[src/rtl/mtas_pkg.sv]
package mtas_pkg;

    typedef enum logic [1:0] {
        ST_IDLE   = 2'd0,
        ST_WALK   = 2'd1,
        ST_FINISH = 2'd2
    } mtas_state_e;

endpackage

[src/rtl/mtas_row_limit.sv]
// Converts a row code into the highest row index, clamped at 2^ROW_MAX_LOG rows.
module mtas_row_limit #(
    parameter int CODE_W       = 3,
    parameter int ROW_BASE_LOG = 3,
    parameter int ROW_MAX_LOG  = 9
) (
    input  logic [CODE_W-1:0]      code_i,
    output logic [ROW_MAX_LOG-1:0] row_max_o
);
    localparam int SPAN_W = ROW_MAX_LOG + 1;

    int                lg;
    logic [SPAN_W-1:0] span;
    logic [SPAN_W-1:0] span_m1;

    always_comb begin
        lg = int'(code_i) + ROW_BASE_LOG;
        if (lg > ROW_MAX_LOG) begin
            lg = ROW_MAX_LOG;
        end
        span    = SPAN_W'(1) << lg;
        span_m1 = span - SPAN_W'(1);
    end

    assign row_max_o = span_m1[ROW_MAX_LOG-1:0];
endmodule

[src/rtl/mtas_lsb_map.sv]
// Maps the logical low pair onto the physical pair: binary, or with steps 2 and 3 swapped.
module mtas_lsb_map (
    input  logic       swap_i,
    input  logic [1:0] idx_i,
    output logic [1:0] phys_o
);
    always_comb begin
        if (swap_i) begin
            phys_o = {idx_i[1], idx_i[1] ^ idx_i[0]};
        end else begin
            phys_o = idx_i;
        end
    end
endmodule

[src/rtl/mtas_idx_counter.sv]
// Logical word index; the low pair carries into the upper bits like any binary counter.
module mtas_idx_counter #(
    parameter int IDX_W = 11
) (
    input  logic             clk,
    input  logic             rst_n,
    input  logic             load_i,
    input  logic [IDX_W-1:0] load_val_i,
    input  logic             step_i,
    input  logic             down_i,
    output logic [IDX_W-1:0] idx_o
);
    logic [IDX_W-1:0] idx_q;

    always_ff @(posedge clk or negedge rst_n) begin
        if (!rst_n) begin
            idx_q <= '0;
        end else if (load_i) begin
            idx_q <= load_val_i;
        end else if (step_i) begin
            idx_q <= down_i ? (idx_q - IDX_W'(1)) : (idx_q + IDX_W'(1));
        end
    end

    assign idx_o = idx_q;
endmodule

[src/rtl/mtas_addr_seq.sv]
module mtas_addr_seq #(
    parameter int ADDR_W       = 17,
    parameter int COL_W        = 3,
    parameter int ROW_MAX_LOG  = 9,
    parameter int ROW_BASE_LOG = 3,
    parameter int CODE_W       = 3,
    parameter int RAM_CNT      = 4
) (
    input  logic                       clk,
    input  logic                       rst_n,
    input  logic                       start_i,
    input  logic                       dir_down_i,
    input  logic [$clog2(RAM_CNT)-1:0] ram_sel_i,
    input  logic [RAM_CNT-1:0]         lsb_swap_i,
    input  logic [CODE_W-1:0]          rows_code_i,
    output logic [ADDR_W-1:0]          addr_o,
    output logic                       addr_vld_o,
    output logic                       last_o,
    output logic                       pass_done_o
);
    import mtas_pkg::*;

    localparam int IDX_W = ROW_MAX_LOG + COL_W;
    localparam int PAD_W = ADDR_W - IDX_W;
    localparam int SEL_W = $clog2(RAM_CNT);

    mtas_state_e state_q, state_d;

    logic                   dir_q;
    logic [SEL_W-1:0]       ram_q;
    logic [RAM_CNT-1:0]     swap_q;
    logic [CODE_W-1:0]      code_q;
    logic [CODE_W-1:0]      code_sel;
    logic [ROW_MAX_LOG-1:0] row_max;
    logic [IDX_W-1:0]       max_idx;
    logic [IDX_W-1:0]       idx;
    logic [IDX_W-1:0]       load_val;
    logic [1:0]             low_phys;
    logic                   launch;
    logic                   walking;
    logic                   at_end;

    // The row code is taken from the live input only while idle, so the launch address
    // and the end test of a running pass both use the captured value.
    assign code_sel = (state_q == ST_IDLE) ? rows_code_i : code_q;

    mtas_row_limit #(
        .CODE_W      (CODE_W),
        .ROW_BASE_LOG(ROW_BASE_LOG),
        .ROW_MAX_LOG (ROW_MAX_LOG)
    ) u_row_limit (
        .code_i   (code_sel),
        .row_max_o(row_max)
    );

    assign max_idx  = {row_max, {COL_W{1'b1}}};
    assign launch   = (state_q == ST_IDLE) && start_i;
    assign walking  = (state_q == ST_WALK);
    assign at_end   = dir_q ? (idx == '0) : (idx == max_idx);
    assign load_val = dir_down_i ? max_idx : '0;

    mtas_idx_counter #(
        .IDX_W(IDX_W)
    ) u_idx (
        .clk       (clk),
        .rst_n     (rst_n),
        .load_i    (launch),
        .load_val_i(load_val),
        .step_i    (walking && !at_end),
        .down_i    (dir_q),
        .idx_o     (idx)
    );

    mtas_lsb_map u_lsb_map (
        .swap_i(swap_q[ram_q]),
        .idx_i (idx[1:0]),
        .phys_o(low_phys)
    );

    // Pass settings captured on LAUNCH
    always_ff @(posedge clk or negedge rst_n) begin
        if (!rst_n) begin
            dir_q  <= 1'b0;
            ram_q  <= '0;
            swap_q <= '0;
            code_q <= '0;
        end else if (launch) begin
            dir_q  <= dir_down_i;
            ram_q  <= ram_sel_i;
            swap_q <= lsb_swap_i;
            code_q <= rows_code_i;
        end
    end

    // State register
    always_ff @(posedge clk or negedge rst_n) begin
        if (!rst_n) begin
            state_q <= ST_IDLE;
        end else begin
            state_q <= state_d;
        end
    end

    // Transitions: LAUNCH, STEP, END, RETIRE
    always_comb begin
        state_d = state_q;
        unique case (state_q)
            ST_IDLE:   if (start_i) state_d = ST_WALK;
            ST_WALK:   if (at_end)  state_d = ST_FINISH;
            ST_FINISH: state_d = ST_IDLE;
            default:   state_d = ST_IDLE;
        endcase
    end

    // Outputs
    always_comb begin
        addr_vld_o  = 1'b0;
        last_o      = 1'b0;
        pass_done_o = 1'b0;
        unique case (state_q)
            ST_IDLE: begin
            end
            ST_WALK: begin
                addr_vld_o = 1'b1;
                last_o     = at_end;
            end
            ST_FINISH: pass_done_o = 1'b1;
            default: begin
            end
        endcase
    end

    generate
        if (PAD_W > 0) begin : g_pad
            assign addr_o = {{PAD_W{1'b0}}, idx[IDX_W-1:2], low_phys};
        end else begin : g_nopad
            assign addr_o = {idx[IDX_W-1:2], low_phys};
        end
    endgenerate
endmodule

[config.mk]
export PLATFORM = sky130hd
export DESIGN_NAME = mtas_addr_seq
export DESIGN_NICKNAME = d
export VERILOG_FILES = /design/src/rtl/mtas_pkg.sv /design/src/rtl/mtas_row_limit.sv /design/src/rtl/mtas_lsb_map.sv /design/src/rtl/mtas_idx_counter.sv /design/src/rtl/mtas_addr_seq.sv
export SDC_FILE = /design/constraint.sdc
export NUM_CORES = 1
export LEC_CHECK = 0
export BUFFER_PORTS_ARGS = -buffer_cell sky130_fd_sc_hd__buf_2
export CAP_MARGIN = 10
export CELL_PAD_IN_SITES_DETAIL_PLACEMENT = 1
export CELL_PAD_IN_SITES_GLOBAL_PLACEMENT = 1
export CORE_MARGIN = 2
export CORE_UTILIZATION = 43
export CTS_CLUSTER_SIZE = 8
export DETAILED_ROUTE_END_ITERATION = 12
export PLACE_DENSITY = 0.91
export SYNTH_ARGS = -nofsm -noshare
export SYNTH_HDL_FRONTEND = slang
export SYNTH_SLANG_ARGS = --single-unit
[constraint.sdc]
create_clock -name clk -period 4.1 [get_ports clk]
set_input_delay 0 -clock clk [delete_from_list [all_inputs] [get_ports clk]]
set_output_delay 0 -clock clk [all_outputs]
set_load 0.05 [all_outputs]
==> Word level (Yosys, flattened, before mapping) <==
Index checks and enable logic that the tools add are counted.
{ "word_totals": {"latch_bits": 0, "ram_bits": 0, "input_bits": 13, "elab_cells": 42, "memories": 0, "rom_bits": 0, "ff_bits": 24} }
{ "classes": {"order_cmp": 2, "div_mod_pow": 0, "bitwise": 1, "n_shift": 1, "n_mux": 16, "n_eq_ne": 5, "add_sub_neg": 4, "n_reduce_logical": 7, "mul": 0} }
{ "ops": {"columns": ["op", "count"], "rows": [
  ["$mux 12", 4],
  ["$gt 32x5->1 const B", 1],
  ["$mux 32", 1],
  ["$shl 1x32->9 const A", 1],
  ["$add 12x1->12 const B", 1],
  ["$eq 12x12->1", 1],
  ["$logic_not 12->1", 1],
  ["$sub 12x1->12 const B", 1],
  ["$sub 9x1->9 const B", 1],
  ["$mux 1", 6],
  ["$add 3x2->4 const B", 1],
  ["$mux 2", 2],
  ["$pmux 2 s2", 1],
  ["$lt 2x3->1 const B", 1],
  ["$mux 3", 1],
  ["$bmux 1 s2", 1],
  ["$eq 2x1->1 const B", 1],
  ["$eq 2x2->1 const B", 1],
  ["$logic_and 1x1->1", 2],
  ["$logic_not 2->1", 1],
  ["$ne 2x1->1 const B", 1],
  ["$ne 2x2->1 const B", 1],
  ["$reduce_and 2->1", 1],
  ["$reduce_bool 2->1", 1],
  ["2 further kinds", 2]
]} }

==> Longest topological paths before layout <==
Gate-level depths: netlist of the first run.
{ "depth": {"depth_word": 13, "depth_mapped": 14, "mapped_depth_nobuf": 12} }

==> Hierarchy <==
From an unflattened synthesis of the first run, not the netlist that was laid out.
{ "hier_totals": {"cells_unflattened": 229, "hier_area_um2": 2199.6} }
{ "modules_own_cells": {"columns": ["mod", "area_per_inst_um2", "instances", "seq_area_each_um2", "cells_each"], "rows": [
  ["mtas_idx_counter", 993.5, 1, 300.3, 111],
  ["mtas_addr_seq", 859.6, 1, 300.3, 72],
  ["mtas_row_limit", 326.6, 1, 0.0, 43],
  ["mtas_lsb_map", 20.0, 1, 0.0, 3]
]} }

==> Worst setup path after synthesis of the first run <==
No wires, ideal clock.
{ "synth_timing": {"kind": "flip-flop to output port", "from": "register state_q[1]", "to": "output port last_o", "path_stages_with_launch": 13, "required_ns": 4.100, "t_arrival_ns": 4.257, "slack_ns": -0.157, "cell_sequence": "dfrtp_1 buf_6 or2_4 buf_6 mux2_4 ha_1 nor4_1 a21o_4 nor4b_1 or4b_4 and4bb_1 o21ai_0 a221oi_1"} }
{ "synth_between": {"elab_chain_len": 10, "word_cells_on_any_way": 11, "classes_between": "2 x add/sub; 1 x order compare; 2 x eq/ne; 1 x shift; 4 x mux; 1 x reduce/logical"} }
{ "synth_rtl": {"columns": ["element", "line_no", "source"], "rows": [
  ["start, declared", "mtas_addr_seq.sv:27", "mtas_state_e state_q, state_d;"],
  ["start signal, assigned", "mtas_addr_seq.sv:100", "state_q <= state_d;"],
  ["$logic_not 2->1", "mtas_addr_seq.sv:45", "assign code_sel = (state_q == ST_IDLE) ? rows_code_i : code_q;"],
  ["$mux 3", "mtas_addr_seq.sv:45", null],
  ["$add 3x2->4", "mtas_row_limit.sv:17", "lg = int'(code_i) + ROW_BASE_LOG;"],
  ["$gt 32x5->1", "mtas_row_limit.sv:18", "if (lg > ROW_MAX_LOG) begin"],
  ["$mux 32", "mtas_row_limit.sv:18", null],
  ["$shl 1x32->9", "mtas_row_limit.sv:21", "span = SPAN_W'(1) << lg;"],
  ["$sub 9x1->9", "mtas_row_limit.sv:22", "span_m1 = span - SPAN_W'(1);"],
  ["$eq 12x12->1", "mtas_addr_seq.sv:59", "assign at_end = dir_q ? (idx == '0) : (idx == max_idx);"],
  ["$mux 1", "mtas_addr_seq.sv:59", null],
  ["$mux 1 *", "mtas_addr_seq.sv:120", "unique case (state_q)"],
  ["end, declared", "mtas_addr_seq.sv:18", "output logic last_o,"]
]} }
Every way passes the cells marked *; elsewhere a longest branch is shown, timed or not.

==> Worst setup path after layout of the first run <==
{ "layout_timing": {"from": "register state_q[0]", "to": "register u_idx.idx_q[11], in the netlist u_idx.idx_o[11]"} }
{ "layout_between": {"elab_chain_len": 12, "word_cells_on_any_way": 16, "classes_between": "2 x add/sub; 1 x order compare; 2 x eq/ne; 1 x shift; 5 x mux; 5 x reduce/logical"} }
{ "layout_rtl": {"columns": ["element", "line_no", "source"], "rows": [
  ["$logic_not 2->1", "mtas_addr_seq.sv:45, mtas_addr_seq.sv:57", null],
  ["$mux 3", "mtas_addr_seq.sv:45", null],
  ["$add 3x2->4", "mtas_row_limit.sv:17", null],
  ["$gt 32x5->1", "mtas_row_limit.sv:18", null],
  ["$mux 32", "mtas_row_limit.sv:18", null],
  ["$shl 1x32->9", "mtas_row_limit.sv:21", null],
  ["$sub 9x1->9", "mtas_row_limit.sv:22", null],
  ["$eq 12x12->1", "mtas_addr_seq.sv:59", null],
  ["$mux 1", "mtas_addr_seq.sv:59", null],
  ["$logic_not 1->1", "mtas_addr_seq.sv:69", ".step_i (walking && !at_end),"],
  ["$logic_and 1x1->1", "mtas_addr_seq.sv:69", null],
  ["$reduce_bool 2->1 (no line)", null, null],
  ["end signal, assigned", "mtas_idx_counter.sv:19", "idx_q <= load_val_i;"],
  ["end signal, assigned", "mtas_idx_counter.sv:21", "idx_q <= down_i ? (idx_q - IDX_W'(1)) : (idx_q + IDX_W'(1));"],
  ["end, declared", "mtas_idx_counter.sv:13", "logic [IDX_W-1:0] idx_q;"]
]} }
Parallel ways exist; a longest one is shown, timed or not.
A chain may end at the register's enable or synchronous reset.

==> results of run 1 <==
Yosys cell counts (3+ instances only):
cell,n,area share (%)
a21oi_1,13,3.0
a221o_1,4,1.8
a221oi_1,3,1.2
a31oi_1,5,1.4
and2_1,3,0.86
and3_1,4,1.2
buf_4,16,5.5
buf_6,3,1.6
clkbuf_1,3,0.52
dfrtp_1,24,28
ha_1,14,8.1
inv_1,8,1.4
mux2i_1,4,1.8
nand2_1,38,6.6
nand3_1,5,1.2
nor2_1,17,2.9
nor2b_1,5,1.4
nor3_1,7,1.6
nor3b_1,3,1.0
nor4_1,4,1.2
o21ai_0,11,2.5
xnor2_1,9,3.6
xor2_1,5,2.0
metal layers:
layer | up-vias | routed length [µm] | part of all wire, % | global-route usage, %
li1 | 928 | - | - | -
met4 | 0 | 105 | 1.7 | 7.540
met3 | 11 | 219 | 3.6 | 3.347
met1 | 960 | 2764 | 45 | 28.99
met2 | 51 | 3069 | 50 | 38.79
met5 | - | 0 | 0 | 0
through the flow:
step                cell area, µm²  utilization (%)
finish                        2414            50.43
global placement              2256            47.14
CTS                           2407            50.30
floorplan                     2192                -
detailed placement            2256            47.14
global route                  2414            50.43
flip-flops by register name, indices dropped and copies added (netlist names):
name and flops:
code_q 3, dir_q 1, ram_q 2, state_q 2, swap_q 4, u_idx.idx_o 12
worst reg2reg max path: cells and delay by family, from the launching register on:
kind | cells | cell delay (ns)
and+or+nand+nor | 4 | 1.35
AOI/OAI and AO/OA | 4 | 0.98
muxes | 2 | 0.72
DFF | 1 | 0.39
adders and majority gates | 1 | 0.38
area by class of cell:
type	count	area share, %
well taps	67	3.473
clock inverters	1	1.244
inverters	9	1.400
multi-input cells	199	57.75
clock buffers	3	1.711
repair buffers	37	9.539
flip-flops and latches	24	24.88
path summary, 6_finish.rpt:
path	startpoint	to	cells after the start	slack, ns
worst max-delay path	state_q[0]$_DFFE_PN0P_	u_idx.idx_o[11]$_DFFE_PN0P_	11	0.17
worst min-delay path	rows_code_i[0]	code_q[0]$_DFFE_PN0P_	3	0.008
worst max register to register	state_q[0]$_DFFE_PN0P_	u_idx.idx_o[11]$_DFFE_PN0P_	11	0.17
worst min register to register	swap_q[0]$_DFFE_PN0P_	swap_q[0]$_DFFE_PN0P_	2	0.49
max in group asynchronous	rst_n	dir_q$_DFFE_PN0P_	2	3.49
min in group asynchronous	rst_n	swap_q[3]$_DFFE_PN0P_	2	0.24
cells by family (layout without fill, tap and decap cells):
group / after synthesis / after routing / synth area share (%)
xor gates and xnor gates: 14 / 14 / 5.649
adders and majority gates: 15 / 15 / 8.991
and+or+nand+nor: 98 / 98 / 22.54
buffers and inverters: 32 / 50 / 9.395
AOI/OAI and AO/OA: 57 / 57 / 18.90
other: 1 / 5 / 0.1727
DFF: 24 / 24 / 27.67
muxes: 10 / 10 / 6.685
timing repair:
action	CTS	global route
endpoints found under the setup margin	0	2
endpoints found under the hold margin	31	0
resized for setup	0	1
hold buffers	8	0
==> out/qor.yml, run 1 <==
synthesis:
  ys_warn_count: 0
  seq_area_frac_synth_pct: 27.67
  synth-edff-count: 0
  ys_seq_elements: 24
  synthArstFlopShare_pct: 100.0
  synth.avg_cell_area_um2: 8.649
  synth_cells: 251
  synth_area_um2: 2171
  synth_cell_types: 59
  ys.flop_type: "dfrtp_1"
setup_path:
  worstSetupPathType: "reg -> reg"
  worst_path_max_delay_cell: "or4b_4"
  crit_chain: "or2_4 > mux2_4 > ha_1 > nor4_2 > a21o_4 > nor4b_1 > or4b_4 > a2111oi_2 > a21oi_2 > mux2_1 > o21a_1"
  cp_top_family: "simple AND/OR/NAND/NOR gates"
  crit_buf_inv: 0
  end_kind: "register"
  required_ns: 4.27
  max_stage_delay_ns: 0.54
  worstPathArrival_ns: 4.10
  path_max_fanout: 13
  start_kind: "register"
floorplan:
  start_util_pct: 45.36
  coreArea_um2: 4786
  io_pins: 33
  die_height_um: 75.05
  die_x_um: 75.05
  die-area_um2: 5633
  rows: 25
route:
  drt-total-wl_um: 6158
  drc: 0
  vias: 1950
  drtIter0Drc: 59
  dr.pass1.iters: 4
  routed_via_density: 5.735
  final_antenna_net_count: 0
  post_drt_wl_per_cell_um: 18.11
clock_network:
  numCtsBuffers: 3
  cts_tree: "yes"
  cts_sinks: 24
  post-cts-setup-buffers: 0
  path_clk_slew_ns: 0.09
  root_buffer: "clkbuf_8"
  clk_path_buf_depth: 2
  htree_levels: 1
  worstSkewPairLatency_ns: 0.27
sta:
  relSlewSlack_pct: 48.30
  final_hold_viol_count: 0
  max_freq_mhz: 254.8
  holdWs_ns: 0.008279
  rsz0062_at_grt: "false"
  worst_slack_ns: 0.1749
  setup_tns_ns: 0
  finalSetupViolations: 0
  finalCritPeriodShare_pct: 95.74
  min_period_ns: 3.925
  slew_viol_final: 0
  tightest_slew_ns: 0.7754
  skew_ns: 0.001877
cells_and_area:
  antenna_cells: 0
  nNetsFinal: 302
  fillers: 582
  drive_gt1_share_pct: 18.68
  multi_input_area_um2: 1394
  regArea_um2: 600.6
  final_cell_mix: "38 x nand2_1, 27 x buf_2, 24 x dfrtp_1"
  syn2layout_area_growth_pct: 11.18
  final_cells: 340
  final_common_cell: "nand2_1"
grt:
  grt_max_degree: 25
  antenna_found_initial: 0
  grt_pass1_wl_um: 9646
  grt_pass1_vias: 1967
  overflow: 0
  track_usage_pct: 22.56
placed_design:
  dp_slack_ns: 0.2432
  dp_hpwl_um: 4370
  dp_cells: 328
  io_buffers: 27
  gp_congestion: 0.9377
hold_path:
  hold_path.class: "in -> reg"
flow_run:
  maxCapViolCount: 0
run_status:
  status: "finished, final reports clean"
Power of run 1 is left out: the tool's default activity adds up to more than one toggle a clock period on the data nets, which glitch-free logic cannot reach.
==> inputs of run 2 (changes only) <==
BUFFER_PORTS_ARGS = -buffer_cell sky130_fd_sc_hd__buf_4   (was -buffer_cell sky130_fd_sc_hd__buf_2)
clock period = 5 ns   (was 4.1 ns; I/O delays follow)
==> run 2 against run 1 <==
  * Final area is 1.4% higher
  * Hold slack better by 0.023 ns
  * Wire length is 4.6% higher
  * Core utilization is 0.71 points higher
  * Via count is 0.31% higher
  * Sequential cell count stayed put
==> out/qor.yml, run 2 (synthesis gave the netlist of run 1 again) <==
route:
  routed_via_density: 5.770  # +0.60%
  vias: 1956  # +0.31%
  dr.pass1.iters: 4  # unchanged
  post_drt_wl_per_cell_um: 18.99  # +4.9%
  drtIter0Drc: 71  # +20%
  final_antenna_net_count: 0  # unchanged
  drc: 0  # unchanged
  drt-total-wl_um: 6439  # +4.6%
sta:
  tightest_slew_ns: 0.8125  # +0.03707 ns
  final_hold_viol_count: 0  # unchanged
  rsz0062_at_grt: "false"
  finalSetupViolations: 0  # unchanged
  relSlewSlack_pct: 45.83  # -2.5 points
  max_freq_mhz: 242.9  # -4.6%
  finalCritPeriodShare_pct: 82.32  # -13 points
  skew_ns: 0.001977  # +0.0001002 ns
  setup_tns_ns: 0  # unchanged
  min_period_ns: 4.116  # +0.1910 ns
  slew_viol_final: 0  # unchanged
clock_network:
  path_clk_slew_ns: 0.09  # about the same
  cts_resized: 0  # unchanged
  post-cts-setup-buffers: 0  # unchanged
  worstSkewPairLatency_ns: 0.27  # about the same
  cts_hold_buf: 9  # +1
  root_buffer: "clkbuf_8"
  cts_sinks: 24  # unchanged
  numCtsBuffers: 3  # unchanged
  cts_tree: "yes"
  clk_path_buf_depth: 2  # unchanged
  htree_levels: 1  # unchanged
grt:
  grt_pass1_vias: 2097  # +6.6%
  grt_pass1_wl_um: 10500  # +8.9%
  grt_max_degree: 25  # unchanged
  antenna_found_initial: 0  # unchanged
  overflow: 0  # unchanged
  track_usage_pct: 24.43  # +1.9 points
placed_design:
  dp_hpwl_um: 4666  # +6.8%
  dp_cells: 326  # -0.61%
  io_buffers: 27  # unchanged
  gp_congestion: 0.9391  # +0.15%
floorplan:
  rows: 25  # unchanged
  start_util_pct: 45.36  # unchanged
  die_x_um: 75.05  # unchanged
  die-area_um2: 5633  # unchanged
  die_height_um: 75.05  # unchanged
  io_pins: 33  # unchanged
  coreArea_um2: 4786  # unchanged
hold_path:
  hold_path.class: "in -> reg"
  hold_start: "rows_code_i[1]"
  whs_endpoint: "code_q[1]$_DFFE_PN0P_"
  hold-path-cell-count: 3  # unchanged
flow_run:
  maxCapViolCount: 0  # unchanged
setup_path:
  path_max_fanout: 13  # unchanged
  worstSetupPathType: "reg -> reg"
  r2r_cells: 11  # unchanged
  start_kind: "register"
  required_ns: 5.17  # +0.90 ns
  r2r_slack_ns: 0.88  # +0.71 ns
  rr_endpoint: "u_idx.idx_o[11]$_DFFE_PN0P_"
  cp-startpoint: "state_q[0]$_DFFE_PN0P_"
  end_kind: "register"
  reg2reg_from: "state_q[0]$_DFFE_PN0P_"
  worstPathArrival_ns: 4.29  # +0.19 ns
cells_and_area:
  final_cells: 339  # -0.29%
  nNetsFinal: 301  # -0.33%
  antenna_cells: 0  # unchanged
  largest_reg_flops: 12  # unchanged
  final_common_cell: "nand2_1"
  syn2layout_area_growth_pct: 12.74
  final_util_pct: 51.14  # +0.71 points
  drive_gt1_share_pct: 17.28  # -1.4 points
  final_cell_mix: "38 x nand2_1, 27 x buf_4, 24 x dfrtp_1"
run_status:
  status: "finished, final reports clean"
run 2: cell types whose count changed in the layout (fill, tap and decap cells not counted):
cell	before	now
nor4_2	1	0
a221oi_2	2	1
bufinv_16	1	0
dlygate4sd3_1	8	9
clkbuf_8	3	4
a221oi_1	2	3
buf_4	2	27
buf_2	27	0
nor4_1	3	4
run 2: area by class of cell:
cell class	instances	area (µm²)
multi-input cells	199	1381
flip-flops and latches	24	600.6
repair buffers	36	292.8
clock buffers	4	55.05
inverters	9	33.78
well taps	67	83.83
fillers	581	2338
run 2: per-stage QoR:
| stage | hold WS [ns] | worst slack, ns | cell area (µm²) |
|---|---|---|---|
| floorplan | -0.2956 | 0.7433 | 2186 |
| global placement | -0.08466 | 1.099 | 2302 |
| detailed placement | -0.07306 | 0.9242 | 2302 |
| CTS | 0.03526 | 0.9031 | 2447 |
| global route | 0.05799 | 0.7207 | 2447 |
| finish | 0.03084 | 0.8839 | 2447 |
run 2: worst max path at each step:
stage / slack [ns] / endpoint / cells past startpoint
2_1_floorplan: 0.74 / last_o / 12
3_3_place_gp: 1.10 / u_idx.idx_o[11]$_DFFE_PN0P_ / 11
3_5_place_dp: 0.92 / u_idx.idx_o[11]$_DFFE_PN0P_ / 11
4_1_cts: 0.90 / u_idx.idx_o[11]$_DFFE_PN0P_ / 11
5_1_grt: 0.72 / u_idx.idx_o[11]$_DFFE_PN0P_ / 11
6_report: 0.88 / u_idx.idx_o[11]$_DFFE_PN0P_ / 11
run 2: per-layer routing:
layer | wire [µm] | track usage, %
met1 | 2781 | 30.99
met2 | 3372 | 44.35
met3 | 197 | 2.276
met4 | 87 | 6.349
met5 | 0 | 0
run 2: worst max-delay path, cell delays in order, from the launching register on:
cell,delay (ns)
dfrtp_1,0.47
or2_4,0.36
mux2_4,0.35
ha_1,0.38
nor4_1,0.49
a21o_4,0.17
nor4b_1,0.05
or4b_4,0.53
a2111oi_2,0.37
a21oi_2,0.28
mux2_1,0.37
o21a_1,0.17
Power of run 2 is left out for the same reason.
==> inputs of run 3 (changes only) <==
clock period = 4.16 ns   (was 5 ns; I/O delays follow)
==> run 3 against run 2 <==
  * Non-clock buffer count grew 1
  * Via count shrank 0.31%
  * Clock skew is essentially flat
  * First-iteration DRC count grew 45%
==> out/qor.yml, run 3 (synthesis gave the netlist of run 1 again) <==
clock_network:
  htree_levels: 1  # unchanged
  numCtsBuffers: 3  # unchanged
  worstSkewPairLatency_ns: 0.27  # about the same
  cts_tree: "yes"
  path_clk_slew_ns: 0.09  # about the same
  clk_path_buf_depth: 2  # unchanged
  root_buffer: "clkbuf_8"
  cts_sinks: 24  # unchanged
  post-cts-setup-buffers: 0  # unchanged
cells_and_area:
  fillers: 579  # -0.34%
  drive_gt1_share_pct: 17.95  # +0.67 points
  syn2layout_area_growth_pct: 15.85
  largest_reg_flops: 12  # unchanged
  final_common_cell: "nand2_1"
  antenna_cells: 0  # unchanged
  final_cell_mix: "38 x nand2_1, 27 x buf_4, 24 x dfrtp_1"
  nNetsFinal: 302  # +0.33%
route:
  vias: 1950  # -0.31%
  drtIter0Drc: 103  # +45%
  drc: 0  # unchanged
  dr.pass1.iters: 4  # unchanged
  routed_via_density: 5.735  # -0.60%
  drt-total-wl_um: 5948  # -7.6%
  final_antenna_net_count: 0  # unchanged
  post_drt_wl_per_cell_um: 17.49  # -7.9%
sta:
  skew_ns: 0.002286  # +0.0003089 ns
  finalSetupViolations: 0  # unchanged
  final_hold_viol_count: 0  # unchanged
  slew_viol_final: 0  # unchanged
  min_period_ns: 3.977  # -0.1392 ns
  relSlewSlack_pct: 55.30  # +9.5 points
  finalCritPeriodShare_pct: 95.60  # +13 points
  rsz0062_at_grt: "false"
  setup_tns_ns: 0  # unchanged
  tightest_slew_ns: 0.6705  # -0.1420 ns
  max_freq_mhz: 251.4  # +3.5%
setup_path:
  r2r_cells: 11  # unchanged
  crit_chain: "or2_4 > mux2_4 > ha_1 > nor4_4 > a21o_4 > nor4b_1 > or4b_4 > a2111oi_4 > a21oi_4 > mux2_1 > o21a_1"
  worstPathArrival_ns: 4.15  # -0.14 ns
  worst_path_max_delay_cell: "or4b_4"
  cp.depth: 11  # unchanged
  crit_buf_inv: 0  # unchanged
  path_max_fanout: 13  # unchanged
  end_kind: "register"
  worstSetupPathType: "reg -> reg"
  required_ns: 4.33  # -0.84 ns
  cp_top_family: "simple AND/OR/NAND/NOR gates"
  start_kind: "register"
  max_stage_delay_ns: 0.54  # about the same
grt:
  grt_max_degree: 25  # unchanged
  met1_usage_pct: 29.87  # -1.1 points
  grt_pass1_vias: 1950  # -7.0%
  grt_pass1_wl_um: 9604  # -8.5%
  met3_usage_pct: 2.276  # unchanged
  antenna_found_initial: 0  # unchanged
  top_usage_layer: "met2"
  overflow: 0  # unchanged
  track_usage_pct: 22.29  # -2.1 points
  use_met2_pct: 38.30  # -6.0 points
run_status:
  status: "finished, final reports clean"
placed_design:
  dp_hpwl_um: 4385  # -6.0%
  gp_congestion: 0.9115  # -2.9%
  io_buffers: 27  # unchanged
floorplan:
  start_util_pct: 45.36  # unchanged
  coreArea_um2: 4786  # unchanged
  die-area_um2: 5633  # unchanged
  rows: 25  # unchanged
  die_height_um: 75.05  # unchanged
  io_pins: 33  # unchanged
  die_x_um: 75.05  # unchanged
hold_path:
  hold-path-cell-count: 3  # unchanged
  hold_path.class: "in -> reg"
flow_run:
  maxCapViolCount: 0  # unchanged
## run 3: worst paths after layout
path,start,endpoint,slack [ns]
worst max-delay path,state_q[0]$_DFFE_PN0P_,u_idx.idx_o[11]$_DFFE_PN0P_,0.18
worst min-delay path,dir_down_i,dir_q$_DFFE_PN0P_,0.03
worst max register to register,state_q[0]$_DFFE_PN0P_,u_idx.idx_o[11]$_DFFE_PN0P_,0.18
worst min register to register,swap_q[2]$_DFFE_PN0P_,swap_q[2]$_DFFE_PN0P_,0.48
max in group asynchronous,rst_n,u_idx.idx_o[2]$_DFFE_PN0P_,3.75
min in group asynchronous,rst_n,ram_q[1]$_DFFE_PN0P_,0.17
## run 3: layout make-up
class	instances	area, µm²	share of cell area (%)
multi-input combinational	199	1423	56.57
clock buffer	3	41.29	1.642
clock inverter	1	30.03	1.194
timing repair buffer	37	302.8	12.04
sequential	24	600.6	23.88
inverter	9	33.78	1.343
tap	67	83.83	3.333
## run 3: worst register-to-register path, cell delays in order (launching register included)
cell and delay, ns:
dfrtp_1 0.50, or2_4 0.38, mux2_4 0.35, ha_1 0.40, nor4_4 0.36, a21o_4 0.15
nor4b_1 0.05, or4b_4 0.54, a2111oi_4 0.38, a21oi_4 0.21, mux2_1 0.38, o21a_1 0.17
## run 3: metal layers
layer / share of wire, % / wire [µm] / up-vias
met1: 45 / 2678 / 966
li1: - / - / 928
met2: 51 / 3015 / 48
met4: 1.5 / 89 / 0
met3: 2.8 / 165 / 8
met5: 0 / 0 / -
## run 3: per-stage QoR
stage	cell area [µm²]	util, %	setup WS [ns]	instances	hold slack [ns]
6_report	2515	52.55	0.1830	340	0.03388
5_1_grt	2515	52.55	0.04454	340	0.04349
4_1_cts	2480	51.82	0.02717	340	0.03036
3_5_place_dp	2308	48.24	0.1172	326	-0.07985
3_3_place_gp	2308	48.24	0.2584	326	-0.08471
2_1_floorplan	2192	-	0.3448	255	-0.2956
## run 3: what timing repair did
item | in CTS | in global routing
hold buffers | 10 | 0
resized for setup | 0 | 4
endpoints found under the hold margin | 33 | 0
setup endpoints to repair | 0 | 9
Power of run 3 is left out for the same reason.
